===== src/rtl/addr_rx_pkg.sv =====
package addr_rx_pkg;

    localparam int WORD_W  = 8;
    localparam int MIN_LEN = 5;
    localparam int SH_W    = WORD_W + 1;

    typedef enum logic [2:0] {
        ST_IDLE,
        ST_START,
        ST_DATA,
        ST_STOP,
        ST_HOLD
    } rx_state_e;

    typedef enum logic [1:0] {
        AM_NINTH       = 2'd0,
        AM_MATCH       = 2'd1,
        AM_MATCH_NINTH = 2'd2,
        AM_AFTER_BRK   = 2'd3
    } amode_e;

    typedef struct packed {
        logic [WORD_W-1:0] word;
        logic              bit9;
        logic              stop_err;
        logic              is_break;
    } rx_frame_t;

    // number of bits between start and stop
    function automatic logic [3:0] frame_bits(input logic [1:0] wl, input logic abit);
        return 4'(MIN_LEN) + {2'b00, wl} + {3'b000, abit};
    endfunction

    // keep the valid data bits, force the rest to one
    function automatic logic [WORD_W-1:0] pad_word(input logic [SH_W-1:0] sh,
                                                   input logic [1:0] wl);
        logic [WORD_W-1:0] w;
        for (int i = 0; i < WORD_W; i++)
            w[i] = (i < MIN_LEN + int'(wl)) ? sh[i] : 1'b1;
        return w;
    endfunction

    function automatic logic ninth_of(input logic [SH_W-1:0] sh, input logic [1:0] wl);
        return sh[MIN_LEN + int'(wl)];
    endfunction

endpackage


===== src/rtl/rx_sync.sv =====
module rx_sync #(
    parameter int STAGES = 2
) (
    input  logic clk,
    input  logic rst,
    input  logic d,
    output logic q
);
    logic [STAGES-1:0] chain;

    always_ff @(posedge clk) begin
        if (rst) chain <= '1;
        else     chain <= {chain[STAGES-2:0], d};
    end

    assign q = chain[STAGES-1];
endmodule


===== src/rtl/rx_frame.sv =====
module rx_frame
    import addr_rx_pkg::*;
#(
    parameter int OSR = 16
) (
    input  logic       clk,
    input  logic       rst,
    input  logic       tick,
    input  logic       rx_in,
    input  logic [1:0] word_len,
    input  logic       addr_bit_en,
    output rx_frame_t  frm,
    output logic       frm_valid
);
    localparam int CNT_W = $clog2(OSR);
    localparam int MID   = OSR / 2 - 1;
    localparam int LAST  = OSR - 1;

    rx_state_e       state;
    logic [CNT_W-1:0] tcnt;
    logic [3:0]       bidx;
    logic [SH_W-1:0]  sh;
    logic [3:0]       last_idx;

    assign last_idx = frame_bits(word_len, addr_bit_en) - 4'd1;

    always_ff @(posedge clk) begin
        if (rst) begin
            state     <= ST_IDLE;
            tcnt      <= '0;
            bidx      <= '0;
            sh        <= '0;
            frm       <= '0;
            frm_valid <= 1'b0;
        end else begin
            frm_valid <= 1'b0;
            if (tick) begin
                case (state)
                    ST_IDLE: begin
                        if (!rx_in) begin
                            state <= ST_START;
                            tcnt  <= '0;
                        end
                    end
                    ST_START: begin
                        // confirm the start bit at mid-bit
                        if (tcnt == CNT_W'(MID)) begin
                            tcnt <= '0;
                            bidx <= '0;
                            sh   <= '0;
                            state <= rx_in ? ST_IDLE : ST_DATA;
                        end else begin
                            tcnt <= tcnt + CNT_W'(1);
                        end
                    end
                    ST_DATA: begin
                        if (tcnt == CNT_W'(LAST)) begin
                            tcnt     <= '0;
                            sh[bidx] <= rx_in;
                            if (bidx == last_idx) state <= ST_STOP;
                            else                  bidx  <= bidx + 4'd1;
                        end else begin
                            tcnt <= tcnt + CNT_W'(1);
                        end
                    end
                    ST_STOP: begin
                        if (tcnt == CNT_W'(LAST)) begin
                            tcnt          <= '0;
                            frm_valid     <= 1'b1;
                            frm.word      <= pad_word(sh, word_len);
                            frm.bit9      <= addr_bit_en & ninth_of(sh, word_len);
                            frm.stop_err  <= !rx_in;
                            frm.is_break  <= !rx_in && (sh == '0);
                            state         <= rx_in ? ST_IDLE : ST_HOLD;
                        end else begin
                            tcnt <= tcnt + CNT_W'(1);
                        end
                    end
                    ST_HOLD: begin
                        // wait for the line to return high
                        if (rx_in) state <= ST_IDLE;
                    end
                    default: state <= ST_IDLE;
                endcase
            end
        end
    end
endmodule


===== src/rtl/rx_addr_qual.sv =====
module rx_addr_qual
    import addr_rx_pkg::*;
(
    input  logic              clk,
    input  logic              rst,
    input  logic              frm_valid,
    input  logic [WORD_W-1:0] word,
    input  logic              bit9,
    input  logic              is_break,
    input  logic              amode_en,
    input  logic [1:0]        amode,
    input  logic [WORD_W-1:0] cmp_val,
    output logic              hit
);
    logic after_brk;
    logic match;
    logic cond;

    assign match = (word == cmp_val);

    always_comb begin
        case (amode_e'(amode))
            AM_NINTH:       cond = bit9;
            AM_MATCH:       cond = match;
            AM_MATCH_NINTH: cond = match && bit9;
            AM_AFTER_BRK:   cond = match && after_brk;
            default:        cond = 1'b0;
        endcase
    end

    // nothing qualifies while disabled
    assign hit = frm_valid && !is_break && amode_en && cond;

    // armed by a break, disarmed by any delivered character
    always_ff @(posedge clk) begin
        if (rst)            after_brk <= 1'b0;
        else if (frm_valid) after_brk <= is_break;
    end
endmodule


===== src/rtl/serial_addr_rx.sv =====
module serial_addr_rx
    import addr_rx_pkg::*;
#(
    parameter int OSR         = 16,
    parameter int SYNC_STAGES = 2
) (
    input  logic       clk,
    input  logic       rst,
    input  logic       rxd,
    input  logic       tick16,
    input  logic [1:0] word_len,
    input  logic       addr_bit_en,
    input  logic       amode_en,
    input  logic [1:0] amode,
    input  logic [7:0] cmp_val,
    input  logic       rd_ack,
    output logic [7:0] rx_word,
    output logic       rx_bit9,
    output logic       data_ready,
    output logic       addr_irq,
    output logic       break_det,
    output logic       frame_err
);
    logic      rx_s;
    rx_frame_t frm;
    logic      frm_valid;
    logic      hit;

    rx_sync #(.STAGES(SYNC_STAGES)) u_sync (
        .clk (clk),
        .rst (rst),
        .d   (rxd),
        .q   (rx_s)
    );

    rx_frame #(.OSR(OSR)) u_frame (
        .clk         (clk),
        .rst         (rst),
        .tick        (tick16),
        .rx_in       (rx_s),
        .word_len    (word_len),
        .addr_bit_en (addr_bit_en),
        .frm         (frm),
        .frm_valid   (frm_valid)
    );

    rx_addr_qual u_qual (
        .clk       (clk),
        .rst       (rst),
        .frm_valid (frm_valid),
        .word      (frm.word),
        .bit9      (frm.bit9),
        .is_break  (frm.is_break),
        .amode_en  (amode_en),
        .amode     (amode),
        .cmp_val   (cmp_val),
        .hit       (hit)
    );

    // all state updates at the transfer; a frame end beats rd_ack
    always_ff @(posedge clk) begin
        if (rst) begin
            rx_word    <= '0;
            rx_bit9    <= 1'b0;
            data_ready <= 1'b0;
            addr_irq   <= 1'b0;
            break_det  <= 1'b0;
            frame_err  <= 1'b0;
        end else begin
            if (rd_ack) begin
                data_ready <= 1'b0;
                addr_irq   <= 1'b0;
                break_det  <= 1'b0;
                frame_err  <= 1'b0;
            end
            if (frm_valid) begin
                if (frm.is_break) begin
                    break_det <= 1'b1;
                end else begin
                    rx_word    <= frm.word;
                    rx_bit9    <= frm.bit9;
                    data_ready <= 1'b1;
                    frame_err  <= frm.stop_err;
                    addr_irq   <= hit;
                end
            end
        end
    end
endmodule


===== config.mk =====
export PLATFORM = sky130hd
export DESIGN_NAME = serial_addr_rx
export DESIGN_NICKNAME = d
export VERILOG_FILES = /design/src/rtl/addr_rx_pkg.sv /design/src/rtl/rx_sync.sv /design/src/rtl/rx_frame.sv /design/src/rtl/rx_addr_qual.sv /design/src/rtl/serial_addr_rx.sv
export SDC_FILE = /design/constraint.sdc
export NUM_CORES = 1
export LEC_CHECK = 0
export ABC_AREA = 0
export BUFFER_PORTS_ARGS = -buffer_cell sky130_fd_sc_hd__buf_2
export CAP_MARGIN = 20
export CORE_MARGIN = 10
export CORE_UTILIZATION = 50
export CTS_CLUSTER_SIZE = 28
export DETAILED_ROUTE_END_ITERATION = 6
export PLACE_DENSITY_LB_ADDON = 0.05
export REMOVE_ABC_BUFFERS = 1
export SETUP_SLACK_MARGIN = 0.05
export SKIP_LAST_GASP = 1
export SYNTH_ARGS = -nofsm -noshare
export SYNTH_HDL_FRONTEND = slang
export SYNTH_SLANG_ARGS = --single-unit
export TNS_END_PERCENT = 1

===== constraint.sdc =====
create_clock -name clk -period 1.8 [get_ports clk]
set_input_delay 0 -clock clk [delete_from_list [all_inputs] [get_ports clk]]
set_output_delay 0 -clock clk [all_outputs]
set_load 0.05 [all_outputs]

==> results of run 1 <==
metrics by stage:
stage          std cells  instance area [sq um]  setup WS (ns)  hold slack (ns)
6_report             403                   2915         0.1272          0.04418
5_1_grt              403                   2915        0.03825          0.03913
2_1_floorplan        280                   2390       -0.03778          0.06907
3_3_place_gp         392                   2734        0.04816           0.1823
3_5_place_dp         392                   2734      -0.005078           0.1856
4_1_cts              403                   2887        0.05441          0.03320
cells by family after synthesis:
logic type	share of synthesized area
and+or+nand+nor	0.2569
xor gates and xnor gates	0.03933
muxes	0.01941
adders and majority gates	0.05107
DFF	0.3922
buffers and inverters	0.04290
AOI/OAI and AO/OA	0.1982
cell usage after synthesis, drive strengths merged (5+ instances only):
master / count
a21oi: 39
buf: 5
clkbuf: 8
dfxtp: 48
ha: 10
inv: 12
nand2: 48
nand2b: 5
nand3: 8
nor2: 13
nor2b: 8
nor3: 6
nor3b: 6
nor4: 5
o211ai: 8
o21ai: 8
xor2: 9
power groups by stage:
stage / sequential [uW] / clock, uW / combinational (uW)
6_report: 1070 / 756 / 142
5_1_grt: 1080 / 835 / 158
4_1_cts: 1070 / 782 / 140
3_5_place_dp: 1100 / 0 / 134
3_3_place_gp: 1100 / 0 / 133
2_1_floorplan: 1100 / 0 / 63.4
how the worst max path moves through the flow:
stage	cells after the start	to	slack (ns)	startpoint
2_1_floorplan	5	u_frame.frm[2]	-0.04	u_frame.tcnt[0]
3_3_place_gp	6	u_frame.state[2]	0.05	u_frame.tcnt[0]
3_5_place_dp	5	u_frame.bidx[3]	-0.005	u_frame.tcnt[0]
4_1_cts	4	u_frame.bidx[3]	0.05	u_frame.state[0]
5_1_grt	6	u_frame.state[2]	0.04	u_frame.tcnt[0]
6_report	6	u_frame.state[2]	0.13	u_frame.tcnt[0]
area by class of cell:
class / instances / area, sq um / share of cell area
multi-input combinational: 220 / 1415 / 0.4854
sequential: 48 / 973.4 / 0.3339
timing repair buffer: 48 / 290.3 / 0.09957
tap: 67 / 83.83 / 0.02876
clock buffer: 6 / 72.57 / 0.02489
inverter: 12 / 45.04 / 0.01545
clock inverter: 2 / 35.03 / 0.01202
flip-flops by register name, summed over array words and instances (netlist names), 2 cells and up:
name,flops
rx_word,8
u_frame.frm,11
u_frame.sh,9
u_sync.chain,2
u_frame.bidx,4
u_frame.state,3
u_frame.tcnt,4
worst min-delay path, cell delays in order:
cell,delay [ns]
sky130_fd_sc_hd__buf_2,0.11
sky130_fd_sc_hd__o211ai_1,0.11
sky130_fd_sc_hd__a21oi_1,0.08
layer usage:
| metal | global-route usage | up-vias |
|---|---|---|
| met3 | 0.03574 | 7 |
| met2 | 0.2234 | 31 |
| met5 | 0 | - |
| met4 | 0.04377 | 0 |
| met1 | 0.1701 | 949 |
| li1 | - | 1121 |
timing repair:
action | CTS | global route
hold buffers | 3 | 0
gates cloned | 0 | 0
setup endpoints to repair | 5 | 19
pin swaps | 0 | 1
hold endpoints to repair | 5 | 0
resized for setup | 4 | 10
==> summary by stage, run 1 <==
STA
Counting I/O delays and the setup requirement, the final critical path takes 1.673 ns. The final setup skew is 0.004047 ns. Static timing analysis puts the maximum clock frequency at 597.8 MHz. The worst slew slack as a fraction of its limit is 0.6155. Setup violations remaining at the end of the flow were counted as 0. For the pin with the worst max-slew slack, the measured transition is 0.5767 ns. The max-slew violation count is 0. Adding up every negative setup slack in the final design gives 0 ns. The share of the cycle needed by the critical path after routing is 0.9293. Setup repair after global routing could not meet its margin everywhere. The number of endpoints with negative hold slack in the final report is 0.

Global route
The total track usage is 0.1365. The first global-routing pass estimated approximately 9600 um of wire. The number of antenna violations at the first check in global routing came to 0. The global-route congestion overflow total is 0. The number of global-route vias before repair is 2056. Entering global routing, the biggest net connects 33 pins.

Route
Detailed routing placed a total of 217 um of wire on met3. The DRC marker count from the first detailed-route iteration is 72. Dividing the detail-routed wire length by the instance count gives 13.80 um. The first-pass iteration count of the detailed router is 4. In the routed layout, each cell is associated on average with a via count of 5.231. Wire segments on met2 add up to between 2000 and 3000 um in the final route. For this block, wires on met1 add up to 2771 um. The final routed wirelength across all metal layers is approximately 5600 um. The uppermost layer routed is met4.

The final antenna-violating net count is 0. Detailed routing inserted a total of 2108 vias. After detailed routing, the number of remaining DRC violations is 0.

Floorplanning
The core outline area is 4723 sq um. The count of boundary I/O pins is 32. The area of the die is between 8000 and 9000 sq um.

The initialized floorplan defines 25 standard-cell rows. The die width is between 80 and 90 um. The vertical extent of the die is 90.00 um. The effective utilization at floorplan is 0.5187.

Setup path
The required time at the endpoint of the critical path is 2.00 ns. Together, buffers and inverters on the worst path number 1. The slack of the worst reg-to-reg path is ~0.13 ns. For the worst setup path, the data arrival time is approximately 1.9 ns. The maximum net fanout on the critical path is 6.

The worst register-to-register path has a depth of 6. By startpoint and endpoint, the worst setup path is classified as reg2reg. The slowest stage of the critical path belongs to the cell sky130_fd_sc_hd__dfxtp_4.

The startpoint of the lowest-slack register-to-register path is u_frame.tcnt[0]. The worst register-to-register path ends at u_frame.state[2]. Walking the worst path, the cells encountered are ha_4 > nand3_2 > a221o_1 > a211o_1 > buf_4 > o41ai_2. The critical path endpoint category is a flop. STA classifies the critical path startpoint as a flop. Among cell families on the critical path, the largest total delay comes from compound AO/OA/AOI/OAI gates. The maximum cell stage delay along the critical path is 0.38 ns.

Yosys
The cell type with the largest total area after synthesis is sky130_fd_sc_hd__dfxtp_1. The share of synthesized area in the top cell type comes to 0.3922. The instance count of the mapped netlist is between 200 and 300. By area the synthesized netlist is led by sky130_fd_sc_hd__dfxtp_1, sky130_fd_sc_hd__a21oi_1, sky130_fd_sc_hd__nand2_1. In this run, synthesis produced a sequential element count of 48.

Of all flip-flops after synthesis, the portion carrying an async set or reset was 0. The commonest register cell after synthesis is sky130_fd_sc_hd__dfxtp_1. The synthesized design contains 0 enable-type register cells. Synthesis instantiated 55 different standard cells from the library. The Yosys warning count is 0.

The synthesized area per cell is 8.361 sq um. After synthesis the cells add up to 2450 sq um. The share of the Yosys chip area taken by registers is 0.3922.

Final layout
The utilization of the core after routing is 0.6172. The area overhead of the layout relative to synthesis is 19.00%. The layout filler cell count is 437. In the layout the commonest cells are sky130_fd_sc_hd__nand2_1, sky130_fd_sc_hd__dfxtp_1, sky130_fd_sc_hd__a21oi_1. Of the cells placed in the final design, the portion with a size suffix greater than 1 is 0.2143. The most common cell after layout, fill and taps aside is sky130_fd_sc_hd__nand2_1. The final layout contains 364 nets. The number of antenna diodes in the final layout is 0.

Clock tree
The clock latency of the later-clocked register in the worst-skew pair is 0.30 ns. The number of clock buffers added by TritonCTS is 5. The clock tree synthesis step divided the H-tree into 2 levels.

The clock transition at the registers of the reported paths is 0.08 ns. The cell at the root of the clock tree is sky130_fd_sc_hd__clkbuf_8. The clock sink count is 48.

The TritonCTS clock tree is done. Post-CTS timing repair inserted 0 buffers for setup. The maximum buffer depth of the clock tree is 2.

Power
The net switching component of the power is ~420 uW. Cell internal power was estimated by the tool at 1547 uW. The total design power is 1972 uW.

The static power due to leakage is 0.001130 uW. The clock power share is 0.384. The share of total power dissipated in combinational logic is 0.072. Of the total power, the share spent switching nets is 0.2154. The power density over the cells is between 600 and 700 nW/um^2. The share of total power dissipated in sequential elements is 0.544. Across the VDD grid, the largest voltage drop is 0.3739 mV.

Hold path
The count of cells along the worst hold path is 3. In this run the most critical hold path is launched from addr_bit_en. The worst hold path terminates at u_frame.frm[2]. The worst min-delay path class is in2reg.

Flow run
The reported max-cap violation count is 0.

Place
At the end of routability-driven placement, the weighted congestion stood at a little over 0.8. The number of I/O port buffers is 31. The estimated wirelength of the detail-placed design is 4131 um.

Run status
The flow ran to the end, and the final reports show no timing, DRC or antenna violations.
No activity file was read; power rests on OpenSTA's default activity.
==> inputs of run 2 (changes only) <==
--- a/config.mk
+++ b/config.mk
@@ -13,7 +13,6 @@
 export CTS_CLUSTER_SIZE = 28
 export DETAILED_ROUTE_END_ITERATION = 6
 export PLACE_DENSITY_LB_ADDON = 0.05
-export REMOVE_ABC_BUFFERS = 1
 export SETUP_SLACK_MARGIN = 0.05
 export SKIP_LAST_GASP = 1
 export SYNTH_ARGS = -nofsm -noshare
==> summary by stage, run 2 (synthesized netlist as in run 1, its figures left out) <==
Place
The HPWL after detailed placement is 4300 um. At the placement stage, the worst setup path has a slack of 0.01831 ns. The congestion estimate from routability-driven global placement came to slightly above 0.8. Counting tap cells, the placed design contains a total of around 390 instances.

The post-placement cell area is ~2700 sq um. The number of I/O port buffers is 31.

Route
The residual DRC count is 0. The first-pass iteration count of the detailed router is 4. The final antenna-violating net count is 0. After detailed routing, the number of vias per cell comes to ~5.4. The final routed wirelength across all metal layers is 5746 um.

After detailed routing, the average wire length per cell comes to around 14 um. The DRC marker count from the first detailed-route iteration is 86. The via count is 2189.

Clock tree
The later pin in the worst-skew pair is clocked with a latency of 0.30 ns. After clock tree synthesis, the clock-pin slew on the worst setup and hold paths is 0.09 ns. The H-tree depth is 2. The cell at the root of the clock tree is sky130_fd_sc_hd__clkbuf_8. The maximum buffer depth of the clock tree is 2. The TritonCTS clock tree is done.

CTS saw between 40 and 50 sinks. The number of clock buffers added by TritonCTS is 5.

Power
IR analysis of the VDD net gives a maximum drop of 0.4146 mV. The static power due to leakage is between 0.001 and 0.0015 uW. Dividing total power by cell area gives a power density of 657.3 nW/um^2. The total design power is 1889 uW.

Final layout
Of the cells placed in the final design, the portion with a size suffix greater than 1 is 0.1994. The flip-flop count of the largest register after layout is 11. After the last flow step, the layout net total stands at around 360. The most common cell after layout, fill and taps aside is sky130_fd_sc_hd__nand2_1. The filler cells instantiated in the layout total 431. The largest registers in the layout are u_frame.frm (11), u_frame.sh (9), rx_word (8).

The area overhead of the layout relative to synthesis is 17.31%. u_frame.frm holds more flip-flops than any other register. The finished cells cover around 2900 sq um. The top cell types in the final layout, fill and taps aside, are sky130_fd_sc_hd__nand2_1, sky130_fd_sc_hd__dfxtp_1, sky130_fd_sc_hd__a21oi_1. The number of antenna cells inserted is 0.

The final instance count without filler cells is about 400.

Setup path
The startpoint of the lowest-slack register-to-register path is u_frame.tcnt[0]. For the worst setup path, the data arrival time is 1.95 ns. The cell family contributing the most delay on the critical path is compound AO/OA/AOI/OAI gates.

The signal on the critical path passes through ha_4 > nand3_2 > a221o_1 > a211o_1 > buf_4 > o41ai_2. The critical path endpoint category is a flop. The cell type of the slowest stage on the worst timing path is sky130_fd_sc_hd__dfxtp_1. The reg-to-reg endpoint is u_frame.state[2]. The critical path start-end classification is reg2reg. The critical path launch point type is a flop. The critical path capture point is u_frame.state[2].

The number of stages on the worst setup path is 6. The maximum cell stage delay along the critical path is roughly 0.41 ns. Measured in cells, the most critical reg-to-reg path has a length of 6. The maximum net fanout on the critical path is 6. The count of buffer and inverter cells on the critical path is 1. At the worst endpoint, the required time is 2.00 ns.

The slack of the worst reg-to-reg path is 0.05 ns. The source of the critical timing path is u_frame.tcnt[0].

Run status
The flow ran to the end, and the final reports show no timing, DRC or antenna violations.

Floorplanning
For this design the top-level I/O count stands at 32. The floorplan has 25 rows. In this run the standard cell core region covers approximately 4700 sq um.

The die width is 90.00 um. The vertical extent of the die is 90.00 um. The die covers between 8000 and 9000 sq um. For this configuration, the core starts out at a cell density of 0.5187.

Global route
The maximum number of pins on one net before global-route repair is 32. The number of antenna violations at the first check in global routing is 0. The number of global-route vias before repair is a little over 2000. The global-route wire length before repair is 9735 um. In the global route stage, overall resource usage came out at 0.1387. The global-route congestion overflow total is 0.

STA
The final setup skew is 0.01190 ns. Setup repair after global routing could not meet its margin everywhere. The final period demand of the worst path is 1.752 ns. The max-slew violation count is 0. Measured against its own limit, the worst slew margin works out to 0.6226. The number of endpoints with negative hold slack in the final report is 0. The final critical-path setup slack is approximately 0.048 ns. The measured slew at the worst slew-check pin is 0.5661 ns. The maximum frequency from static timing analysis is 570.9 MHz. The share of the cycle needed by the critical path after routing is 0.9731. Setup violations remaining at the end of the flow were counted as 0.

Yosys
When the netlist entered floorplanning its net count stood at ~320.

Flow run
Across the run, the number of max-cap violations was 0.

Hold path
In this run the worst hold path is classified as in2reg.
-- run 2: changes by cell type in the layout (fill, tap and decap cells not counted), sizes merged --
| cell | change |
|---|---|
| clkinvlp | +2 |
| bufinv | -1 |
| clkinv | -1 |
| buf | +1 |
| dlygate4sd3 | -1 |
-- run 2: layout make-up --
type	instances	area [sq um]	share of cell area
multi-input combinational	220	1396	0.4859
sequential	48	963.4	0.3352
timing repair buffer	48	287.8	0.1001
tap	67	83.83	0.02917
clock buffer	6	82.58	0.02873
inverter	12	45.04	0.01567
clock inverter	2	15.01	0.005224
-- run 2: worst min path at each step --
stage	slack, ns	cells past startpoint	startpoint	endpoint
after floorplan	0.10	1	rxd	u_sync.chain[0]
after global placement	0.18	2	rxd	u_sync.chain[0]
after detailed placement	0.19	2	rxd	u_sync.chain[0]
after CTS	0.008	3	rd_ack	break_det
after global routing	0.02	3	rd_ack	break_det
final	0.01	3	rd_ack	break_det
-- run 2: power breakdown --
group,switching (uW),internal [uW]
clock network,365,311
registers,8.26,1070
logic,71.5,66.0
total,445,1440
-- run 2: tightest hold or removal path, cell delays in order --
cell and delay, ns:
sky130_fd_sc_hd__buf_2 0.11, sky130_fd_sc_hd__nand2b_1 0.10, sky130_fd_sc_hd__a21oi_1 0.05
-- run 2: per-layer routing --
metal / track usage / wire length [um]
met1: 0.1656 / 2665
met2: 0.2361 / 2744
met5: 0 / 0
met4: 0.03714 / 55
met3: 0.04073 / 279
-- run 2: repair_timing --
| action | in CTS | in global routing |
|---|---|---|
| setup endpoints to repair | 4 | 9 |
| setup buffers | 0 | 0 |
| hold buffers | 2 | 0 |
| resized for setup | 3 | 1 |
| hold endpoints to repair | 2 | 0 |
| pin swaps | 1 | 0 |
-- run 2: stage by stage --
step,utilization,hold WS [ns],TNS [ns]
after floorplan,-,0.1038,0
after global placement,0.5804,0.1824,0
after detailed placement,0.5804,0.1870,0
after CTS,0.6082,0.007608,0
after global routing,0.6085,0.01968,-0.05404
final,0.6085,0.01285,0
==> inputs of run 3 (changes only) <==
--- a/config.mk
+++ b/config.mk
@@ -5,7 +5,7 @@
 export SDC_FILE = /design/constraint.sdc
 export NUM_CORES = 1
 export LEC_CHECK = 0
-export ABC_AREA = 0
+export ABC_AREA = 1
 export BUFFER_PORTS_ARGS = -buffer_cell sky130_fd_sc_hd__buf_2
 export CAP_MARGIN = 20
 export CORE_MARGIN = 10
==> summary by stage, run 3 <==
STA
The number of endpoints with negative hold slack in the final report is 0. Of the available clock period, the critical path in the final layout requires 0.9180. Setup repair after global routing could not meet its margin everywhere. The worst slew slack as a fraction of its limit is 0.5582. Derived from the worst setup path, the maximum achievable clock frequency is 605.2 MHz. The max-slew violation count is 0. The measured slew at the worst slew-check pin is around 0.66 ns. Setup violations remaining at the end of the flow were counted as 0. The final setup skew is between 0.009 and 0.01 ns. The post-route setup TNS is 0 ns. The routed design could run at a clock period as short as 1.652 ns.

Clock tree
The clock latency of the later-clocked register in the worst-skew pair is about 0.30 ns. The clock passes through at most 2 buffers. The H-tree depth is 2. The cell sitting at the root of the clock tree is a sky130_fd_sc_hd__clkbuf_8. Post-CTS timing repair inserted 0 buffers for setup.

After clock tree synthesis, the clock-pin slew on the worst setup and hold paths is 0.09 ns. The clock sink count is 48. The clock buffer count from CTS is 5. TritonCTS built the clock tree.

Setup path
Traced cell by cell, the critical path runs through ha_1 > nand2_1 > inv_1 > nand2_1 > nand2_1 > nand2_1 > nor2_4 > buf_4 > nand2_1 > nand2_1 > nand2_1 > inv_1 > nor2_1. The cell type of the slowest stage on the worst timing path is sky130_fd_sc_hd__dfxtp_1. Setup slack on the worst reg-to-reg path comes out at 0.15 ns. The maximum net fanout on the critical path is 9. The startpoint of the lowest-slack register-to-register path is u_frame.tcnt[1]. In this run the critical register-to-register path is captured at u_frame.sh[8]. The count of buffer and inverter cells on the critical path is 3. STA puts the critical path data arrival time at 1.85 ns. The cell depth of the worst flop-to-flop path is 13. The most numerous cell on the critical path is sky130_fd_sc_hd__nand2_1. The critical path launch point type is a flop. By startpoint and endpoint, the worst setup path is classified as reg2reg. The kind of cell adding the most delay to the critical path is simple AND/OR/NAND/NOR gates. The critical path endpoint category is a flop. The maximum cell stage delay along the critical path is 0.38 ns. At the worst endpoint, the required time is 1.99 ns.

Final layout
The top cell types in the final layout, fill and taps aside, are sky130_fd_sc_hd__nand2_1, sky130_fd_sc_hd__inv_1, sky130_fd_sc_hd__dfxtp_1. The largest registers in the layout are u_frame.frm (11), u_frame.sh (9), rx_word (8). The register with the most flip-flops in the layout has 11 of them. The total area of multi-input combinational cells is 1336 sq um. Counting flops per register, the top entry is u_frame.frm. Once layout is done, the placed cells without fillers occupy 2923 sq um. Measured on the finished design, the core utilization comes to 0.6068. The layout filler cell count is 486. 0 antenna diodes ended up in the layout. In the final layout, the share of cells above drive strength 1 is 0.1456. Excluding fillers, the count of instances in the completed layout stands at slightly below 500. The net total in the final layout is 447. Relative to the synthesized area, the layout overhead comes to 15.13%.

The most common cell after layout, fill and taps aside is sky130_fd_sc_hd__nand2_1. The storage element area is 960.9 sq um.

Power
Of the total power, registers draw 0.468. Of the total power, the share spent switching nets is 0.3028. The net switching component of the power is 754.5 uW. Of the total power, combinational logic draws 0.206. Of the total power, the clock network draws 0.327. The power density over the cells is 852.5 nW/um^2. The static power due to leakage is 0.001355 uW. The internal power of the cells is 1737 uW. IR analysis of the VDD net gives a maximum drop of 0.4672 mV.

Route
Wires add up to 5708 um. For this run, design rule violations remaining after detail routing come to 0. In this run the remaining antenna-violating nets after routing total 0. The pre-antenna-repair detailed-routing pass consisted of 6 iterations. The per-cell via count in the routed design is 4.897. The detailed-route wire length per cell is 11.74 um. The via count is 2380. The first routing iteration left 113 violations.

Yosys
The Yosys step of the flow raised 0 warnings. sky130_fd_sc_hd__nand2_1 is the most common cell in the netlist. Of the total synthesized cell area, the portion taken by XOR and XNOR cells is 0.01035.

In this run, synthesis inferred 0 flip-flops with an integrated enable. Among all flip-flop cells after synthesis, the most frequent one is sky130_fd_sc_hd__dfxtp_1. The average instance in the mapped netlist occupies 6.594 sq um. The number of nets in the synthesized netlist is 414. The fraction of the yosys area taken by sequential cells is 0.3785. The area fraction in compound gates after synthesis is 0.1410. By count the netlist is led by sky130_fd_sc_hd__nand2_1, sky130_fd_sc_hd__inv_1, sky130_fd_sc_hd__dfxtp_1. Of the total synthesized cell area, the portion taken by AND, OR, NAND and NOR gates is 0.3159. The number of flip-flops and latches in the synthesized netlist is 48.

Of the post-synthesis cell area, the part taken by muxes is 0. After synthesis, the largest family of logic cells by area is simple AND/OR/NAND/NOR gates. The share of flip-flops with an asynchronous set or reset is 0. Ranked by total cell area, the synthesized netlist is headed by sky130_fd_sc_hd__dfxtp_1, sky130_fd_sc_hd__nand2_1, sky130_fd_sc_hd__inv_1. The mapped netlist covers 2539 sq um. Of all cell types, the one taking the most synthesized area is sky130_fd_sc_hd__dfxtp_1. Of the total synthesized cell area, the portion taken by full adders, half adders and majority gates is 0.04929. The distinct cell type count after synthesis is 25. The instance count of the mapped netlist is 385. The share of the synthesized area in the top cell type is 0.3785.

Flow run
The reported max-cap violation count is 0.

Floorplanning
The count of boundary I/O pins is 32. In this run the horizontal extent of the chip is 91.26 um. The area of the die is 8327 sq um. The site row count is 25. The vertical extent of the die is 91.26 um. The initial utilization of the core area, before any placement, comes to 0.5270. The floorplan step defined a core boundary enclosing a little under 5000 sq um.

Hold path
The launch instance of the worst min-delay path is amode_en. The worst hold path passes through 5 cells. The path class of the tightest hold or removal check is in2reg. The hold-critical path endpoint is addr_irq.

Global route
The number of antenna violations at the first check in global routing is 0. The maximum number of pins on one net before global-route repair is 27. The global-route wire length before repair is 9908 um. After global routing the overflow that remains totals 0. The number of global-route vias before repair was 2239. In the global route stage, overall resource usage came out at 0.1383.

Place
Once placement finished, the instance area stood at between 2000 and 3000 sq um. Including well taps, the total number of placed cells is 476. During placement, the flow inserted port buffers numbering 31. The HPWL after detailed placement is 4284 um. Routability-driven placement finished with a final weighted congestion of about 0.86.

Run status
The flow ran to the end, and the final reports show no timing, DRC or antenna violations.
[run 3: changes by cell type in the layout (fill, tap and decap cells not counted), moves of 7 or more]
cell | previous run | this run
sky130_fd_sc_hd__o21ai_0 | 7 | 31
sky130_fd_sc_hd__o211ai_1 | 8 | 0
sky130_fd_sc_hd__xor2_1 | 9 | 2
sky130_fd_sc_hd__nand3_1 | 7 | 28
sky130_fd_sc_hd__nor2b_1 | 8 | 0
sky130_fd_sc_hd__nor2_1 | 13 | 42
sky130_fd_sc_hd__inv_1 | 12 | 49
sky130_fd_sc_hd__nand2_1 | 48 | 92
sky130_fd_sc_hd__buf_4 | 15 | 5
[run 3: worst max path at each step]
stage	cells past startpoint	from	slack [ns]	end
after detailed placement	13	u_frame.tcnt[1]	0.19	u_frame.sh[8]
after global routing	13	u_frame.tcnt[1]	-0.009	u_frame.sh[8]
after CTS	14	addr_bit_en	0.06	u_frame.state[0]
final	13	u_frame.tcnt[1]	0.15	u_frame.sh[8]
after global placement	10	u_frame.tcnt[1]	0.25	u_frame.bidx[2]
after floorplan	11	u_frame.tcnt[0]	0.38	u_frame.sh[8]
[run 3: metrics by stage]
stage                     setup WS, ns  hold WS, ns  total power, uW
after detailed placement        0.1895       0.1920             1665
after CTS                      0.06241      0.01547             2486
final                           0.1476      0.01604             2492
after global routing         -0.009498      0.04352             2646
after floorplan                 0.3838       0.1038             1549
after global placement          0.2501       0.1834             1663
[run 3: cell type report]
class | instances | area share
Inverter | 54 | 0.06935
Clock buffer | 6 | 0.02825
Multi-Input combinational cell | 271 | 0.4572
Clock inverter | 2 | 0.01327
Tap cell | 67 | 0.02868
Timing Repair Buffer | 38 | 0.07449
Sequential cell | 48 | 0.3288
[run 3: logic make-up after synthesis]
| logic type | after synthesis |
|---|---|
| AOI/OAI and AO/OA | 70 |
| xor gates and xnor gates | 3 |
| adders and majority gates | 10 |
| buffers and inverters | 66 |
| DFF | 48 |
| and+or+nand+nor | 188 |
[run 3: power groups by stage]
stage	sequential [uW]	combinational (uW)	clock, uW
floorplan	1180	372	0
global placement	1190	475	0
detailed placement	1190	475	0
CTS	1160	484	837
global route	1170	592	882
finish	1170	512	814
[run 3: metal layers]
layer	track usage	routed length [um]	vias up
met1	0.1532	2612	1033
met2	0.2524	2709	49
li1	-	-	1293
met4	0.03525	59	0
met5	0	0	-
met3	0.03951	326	5
[run 3: worst min-delay path, cell delays in order]
cell	delay (ns)
sky130_fd_sc_hd__buf_2	0.10
sky130_fd_sc_hd__inv_1	0.04
sky130_fd_sc_hd__nor2_1	0.04
sky130_fd_sc_hd__nand2_1	0.05
sky130_fd_sc_hd__a21oi_1	0.05
[run 3: repair_timing]
action,in CTS,in global routing
setup endpoints to repair,0,11
endpoints found under the hold margin,5,0
hold buffers,3,0
resized for setup,0,9
